<file path="src/rtl/sck_divider_pkg.sv">
package sck_divider_pkg;
  // Strobes and latched mode handed from the control to the datapath
  typedef struct packed {
    logic running;    // burst in progress
    logic leadEdge;   // cycle holding the leading sck edge
    logic trailEdge;  // cycle holding the trailing sck edge
    logic sckActive;  // sck away from idle level (ratio >= 2)
    logic unity;      // ratio of 1: sck follows the system clock
    logic polL;
    logic phaL;
    logic capL;
  } sckStrobes_t;
endpackage

</file>
<file path="src/rtl/sck_divider_ctrl.sv">
module sck_divider_ctrl
  import sck_divider_pkg::*;
#(
  parameter int PRE_W = 5,
  parameter int CNT_W = 6
) (
  input  logic             clk,
  input  logic             rstN,
  input  logic [PRE_W-1:0] prescaleCode,
  input  logic             cpol,
  input  logic             cpha,
  input  logic             captureAlt,
  input  logic             startReq,
  input  logic [CNT_W-1:0] bitCount,
  output sckStrobes_t      strb
);
  localparam int RATIO_W = PRE_W + 1;
  localparam logic [PRE_W-1:0] HALF_CODE = PRE_W'(1 << (PRE_W - 1));

  logic [RATIO_W-1:0] ratioNext, ratioL, halfL, cnt;
  logic [PRE_W-1:0]   evenStep;
  logic [CNT_W-1:0]   bitsLeft;
  logic               running, polL, phaL, capL;

  // Code decode: direct ratio in the lower half, even ratios above
  always_comb begin
    evenStep = prescaleCode - HALF_CODE;
    if (prescaleCode < HALF_CODE)
      ratioNext = (prescaleCode <= PRE_W'(1)) ? RATIO_W'(1) : {1'b0, prescaleCode};
    else
      ratioNext = (evenStep == '0) ? RATIO_W'(1) : {evenStep, 1'b0};
  end

  always_ff @(posedge clk or negedge rstN) begin
    if (!rstN) begin
      running  <= 1'b0;
      cnt      <= '0;
      bitsLeft <= '0;
      ratioL   <= RATIO_W'(1);
      polL     <= 1'b0;
      phaL     <= 1'b0;
      capL     <= 1'b0;
    end else if (!running) begin
      if (startReq && bitCount != '0) begin
        running  <= 1'b1;
        cnt      <= '0;
        bitsLeft <= bitCount;
        ratioL   <= ratioNext;
        polL     <= cpol;
        phaL     <= cpha;
        capL     <= captureAlt;
      end
    end else if (cnt == ratioL - RATIO_W'(1)) begin
      cnt      <= '0;
      bitsLeft <= bitsLeft - CNT_W'(1);
      if (bitsLeft == CNT_W'(1)) running <= 1'b0;
    end else begin
      cnt <= cnt + RATIO_W'(1);
    end
  end

  assign halfL = ratioL - (ratioL >> 1);

  always_comb begin
    strb.running   = running;
    strb.unity     = (ratioL == RATIO_W'(1));
    strb.leadEdge  = running && (cnt == '0);
    strb.trailEdge = running && (strb.unity || cnt == halfL);
    strb.sckActive = running && (cnt < halfL);
    strb.polL      = polL;
    strb.phaL      = phaL;
    strb.capL      = capL;
  end

  // the in-period counter never reaches the latched ratio
  p_cnt_in_period_r2: assert property (@(posedge clk) disable iff (!rstN)
    running |-> (cnt < ratioL));
  // latched ratio holds for the whole burst
  p_ratio_frozen_r9: assert property (@(posedge clk) disable iff (!rstN)
    running |=> (!running || $stable(ratioL)));
  // burst ends right after the last cycle of the last bit
  p_burst_end_r4: assert property (@(posedge clk) disable iff (!rstN)
    (running && bitsLeft == CNT_W'(1) && cnt == ratioL - RATIO_W'(1)) |=> !running);
  // a zero-length request starts nothing
  p_zero_len_r10: assert property (@(posedge clk) disable iff (!rstN)
    (!running && startReq && bitCount == '0) |=> !running);
endmodule

</file>
<file path="src/rtl/sck_divider_dp.sv">
module sck_divider_dp
  import sck_divider_pkg::*;
(
  input  logic        clk,
  input  logic        rstN,
  input  logic        cpol,
  input  sckStrobes_t strb,
  output logic        sck,
  output logic        launchStb,
  output logic        sampleStb
);
  logic activeLvl;

  // At ratio 1 the non-idle half is the system clock's high phase
  assign activeLvl = strb.unity ? clk : strb.sckActive;
  assign sck       = strb.running ? (strb.polL ^ activeLvl) : cpol;
  assign launchStb = strb.running && (strb.phaL ? strb.leadEdge : strb.trailEdge);
  assign sampleStb = strb.running &&
                     ((strb.phaL ^ strb.capL) ? strb.trailEdge : strb.leadEdge);

  // idle sck follows the polarity input
  p_idle_level_r5: assert property (@(posedge clk) disable iff (!rstN)
    !strb.running |-> (sck == cpol));
  // no launch outside a burst
  p_launch_in_burst_r7: assert property (@(posedge clk) disable iff (!rstN)
    launchStb |-> strb.running);
  // no sample outside a burst
  p_sample_in_burst_r8: assert property (@(posedge clk) disable iff (!rstN)
    sampleStb |-> strb.running);
endmodule

</file>
<file path="src/rtl/sck_divider.sv">
module sck_divider
  import sck_divider_pkg::*;
#(
  parameter int PRE_W = 5,
  parameter int CNT_W = 6
) (
  input  logic             clk,
  input  logic             rstN,
  input  logic [PRE_W-1:0] prescaleCode,
  input  logic             cpol,
  input  logic             cpha,
  input  logic             captureAlt,
  input  logic             startReq,
  input  logic [CNT_W-1:0] bitCount,
  output logic             sck,
  output logic             launchStb,
  output logic             sampleStb,
  output logic             busy
);
  sckStrobes_t strb;

  sck_divider_ctrl #(.PRE_W(PRE_W), .CNT_W(CNT_W)) u_ctrl (
    .clk(clk), .rstN(rstN), .prescaleCode(prescaleCode), .cpol(cpol),
    .cpha(cpha), .captureAlt(captureAlt), .startReq(startReq),
    .bitCount(bitCount), .strb(strb)
  );

  sck_divider_dp u_dp (
    .clk(clk), .rstN(rstN), .cpol(cpol), .strb(strb),
    .sck(sck), .launchStb(launchStb), .sampleStb(sampleStb)
  );

  assign busy = strb.running;
endmodule

</file>
<file path="config.mk">
export PLATFORM = sky130hd
export DESIGN_NAME = sck_divider
export DESIGN_NICKNAME = d
export VERILOG_FILES = /design/src/rtl/sck_divider_pkg.sv /design/src/rtl/sck_divider_ctrl.sv /design/src/rtl/sck_divider_dp.sv /design/src/rtl/sck_divider.sv
export SDC_FILE = /design/constraint.sdc
export NUM_CORES = 1
export LEC_CHECK = 0
export ABC_AREA = 1
export BUFFER_PORTS_ARGS = -buffer_cell sky130_fd_sc_hd__buf_2
export CAP_MARGIN = 20
export CORE_MARGIN = 5
export CORE_UTILIZATION = 36
export DETAILED_ROUTE_END_ITERATION = 10
export PLACE_DENSITY = 0.54
export SLEW_MARGIN = 20
export SYNTH_ARGS = -nofsm -noshare
export SYNTH_HDL_FRONTEND = slang
export SYNTH_SLANG_ARGS = --single-unit
</file>
<file path="constraint.sdc">
create_clock -name clk -period 7.3 [get_ports clk]
set_clock_uncertainty 0.05 [all_clocks]
set_input_delay 1.825 -clock clk [delete_from_list [all_inputs] [get_ports clk]]
set_output_delay 1.825 -clock clk [all_outputs]
set_load 0.05 [all_outputs]
</file>
==> results.tsv <==
stage	metric	value	unit
run_status	outcome	complete, no violations	
die	Die X-Extent	83.6	um
global_route	largest net degree at the start of global routing	23	
global_route	Most Crowded Layer GR	met2	
drt	Initial DRC Count	85	
worst_setup_path	Max FO, Critical Path	2	
place	pre-CTS setup slack	1210	ps
place	DP HPWL	3560	um
clock_network	CTS resizes	0	
layout	layout cells sized above 1	15.5	%
yosys	Syn Inst Count	277	
worst_setup_path	CP required	5430	ps
die	IO Count	21	
sta	final setup fails	0	
drt	drt drc	0	
hold_path	worst hold path class	reg2reg	
yosys	Synth Register Bits	22	
yosys	net count after synthesis	319	
sta	fin worst setup slack	283	ps
pwr	Psw	0.000444	W
place	routability cong.	0.832	
clock_network	CTS tree	done	
pwr	Peak supply drop	0.252	mV
drt	routed vias	1753	
die	die height	83.6	um
drt	Vias/cell	4.69	
worst_setup_path	Worst Path Arrival	5140	ps
global_route	gr ovfl total	0	
die	site row count	26	
layout	NumNets Final	346	
yosys	sequential-to-total area share from yosys stat	28.3	%
sta	setup TNS	0	ps
pwr	Pleak	1.22	nW
global_route	vias in the first global route	1792	
yosys	Netlist cell types	35	
clock_network	clk slew on worst S/H paths	90	ps
place	Port Buffers	20	
die	die area	0.00699	mm^2
pwr	Cell Pwr Density	415	mW/mm^2
clock_network	Hold-fix buffers, CTS	0	
worst_setup_path	CP Launch Type	clock port	
sta	final hold slack	452	ps
global_route	gr usage total	14.9	%
layout	n_diodes	0	
sta	final hold vios	0	
pwr	clock group share of total power	26.7	%
global_route	antenna violations before repair	0	
worst_setup_path	critical path's slowest cell	buf_2	
sta	unrepaired setup endpoints after global routing	no	
sta	Worst Tran Pin Value	805	ps
die	Initial Util	37.7	%
pwr	sw frac	46.6	%
job	Max Cap Viol	0	
pwr	Flop pwr share	25.3	%
clock_network	worst skew pair latency	380	ps
worst_setup_path	CP Class	clk2out	
layout	Fillers	552	
layout	area delta synth->final	17.5	%
pwr	overall power	0.000952	W
sta	Final Max Tran Viols	0	
die	core footprint	0.00517	mm^2
pwr	P_int	0.000508	W
worst_setup_path	Reg2Reg Depth	5	
sta	Slew HR	46.1	%
drt	TritonRoute pass-1 iters	4	
drt	WL/cell	12.5	um
worst_setup_path	critical path's most frequent cell	clkbuf_8	
clock_network	post-CTS setup buffers	0	
global_route	grt met2 use	20.9	%
global_route	first-pass GRT wire length	8170	um
global_route	global-route track usage on met3	5.13	%
hold_path	WHS Path Cells	2	
drt	routed wire length	4690	um
global_route	M1 GR Usage	19.4	%
pwr	Logic pwr share	48.1	%
yosys	Mapped Avg Cell Area	7.04	um^2
yosys	Post-Syn Area	0.00195	mm^2
worst_setup_path	worst-path cell chain	clkbuf_8 -> clkbuf_8 -> clkbuf_8 -> clkbuf_8 -> clkbuf_8 -> nand2_1 -> clkbuf_8 -> clkbuf_8 -> nand2_1 -> nand2_1 -> nand3_1 -> o21ai_0 -> buf_2	
drt	ANT nets after route	0	
yosys	YS warnings	0	
worst_setup_path	CP endpoint kind	primary output	
worst_setup_path	max incr delay on CP	290	ps
power groups by stage:
| stage | clock network (W) | registers [W] | logic [W] |
|---|---|---|---|
| detailed placement | 0.0000398 | 0.000242 | 0.000456 |
| CTS | 0.000261 | 0.000240 | 0.000461 |
| global route | 0.000272 | 0.000250 | 0.000543 |
| floorplan | 0.0000346 | 0.000215 | 0.000386 |
| finish | 0.000254 | 0.000241 | 0.000457 |
| global placement | 0.0000398 | 0.000243 | 0.000457 |
worst max-delay path, delay by kind of cell:
family / cells / cell delay, ps
buffers and inverters: 8 / 1130
and+or+nand+nor: 4 / 250
AOI/OAI and AO/OA: 1 / 100
synthesized netlist by cell type:
cell,instances,share of area (%)
a21boi_0,1,0.39
a21oi_1,7,1.8
a31o_2,1,0.45
a31oi_1,1,0.32
and3_1,1,0.32
buf_2,3,0.77
buf_4,2,0.77
buf_6,1,0.58
clkbuf_1,1,0.19
dfrtp_1,21,27
dfstp_2,1,1.3
fa_1,1,1.0
ha_1,24,15
inv_1,35,6.7
inv_2,4,0.77
nand2_1,86,17
nand2_2,2,0.64
nand2_4,1,0.58
nand3_1,19,4.9
nand3_2,1,0.51
nand3_4,1,0.90
nand3b_1,1,0.39
nand4_1,2,0.64
nor2_1,16,3.1
nor2_2,2,0.64
nor2_4,1,0.58
nor3_1,2,0.51
nor4_1,1,0.32
o211ai_1,3,1.2
o21ai_0,24,6.2
o21bai_1,1,0.39
o22ai_1,1,0.32
o31ai_1,1,0.39
xnor2_1,1,0.45
xor2_1,7,3.1
layer usage:
metal / up-vias / routed length (um)
li1: 936 / -
met2: 37 / 1970
met1: 770 / 2450
met5: - / 0
met3: 10 / 193
met4: 0 / 78
registers in the layout (all words and copies together), names as in the netlist:
| register | count |
|---|---|
| u_ctrl.bitsLeft | 6 |
| u_ctrl.phaL | 1 |
| u_ctrl.polL | 1 |
| u_ctrl.ratioL | 6 |
| u_ctrl.running | 1 |
| u_ctrl.cnt | 6 |
| u_ctrl.capL | 1 |
cells by family after synthesis:
group / count (synthesis) / synth area share, %
simple gates: 136 / 30.5
buf+inv: 46 / 9.81
compound gates: 40 / 11.4
fa+ha+maj: 25 / 16.4
flops: 22 / 28.3
xor+xnor: 8 / 3.59
final timing paths:
path | start | end | slack, ps
max | clk | sck | 280
min | u_ctrl.capL | u_ctrl.capL | 450
max reg2reg | u_ctrl.running | u_ctrl.bitsLeft[1] | 5040
min reg2reg | u_ctrl.capL | u_ctrl.capL | 450
max in group asynchronous | rstN | u_ctrl.ratioL[0] | 5480
min in group asynchronous | rstN | u_ctrl.ratioL[2] | 1360
placed cells by master (no fill, tap or decap), drive strengths merged:
cell and count:
nand2 89, inv 39, o21ai 24, ha 24, dfrtp 21, nand3 21, buf 20, nor2 19
clkbuf 13, a21oi 7, xor2 7, o211ai 3, nand4 2, nor3 2, a21boi 1, o22ai 1
and3 1, o21bai 1, nand3b 1, a31o 1, xnor2 1, nor4 1, o31ai 1, a31oi 1
fa 1, bufinv 1, dfstp 1
metrics by stage:
step | util [%] | instance area [um^2] | cells
after CTS | 44.3 | 2290 | 374
after detailed placement | 40.5 | 2090 | 360
after global placement | 40.5 | 2090 | 360
final | 44.3 | 2290 | 374
after global routing | 44.3 | 2290 | 374
after floorplan | - | 1950 | 277
cell type report:
cell class                 instances  area (um^2)  area share [%]
timing repair buffer              19         95.1            4.15
inverter                          39          146            6.39
multi-input combinational        209         1210            52.7
tap                               70         87.6            3.82
clock inverter                     1         30.0            1.31
sequential                        22          552            24.1
clock buffer                      14          174            7.59
Power figures use the tool's default switching activity.
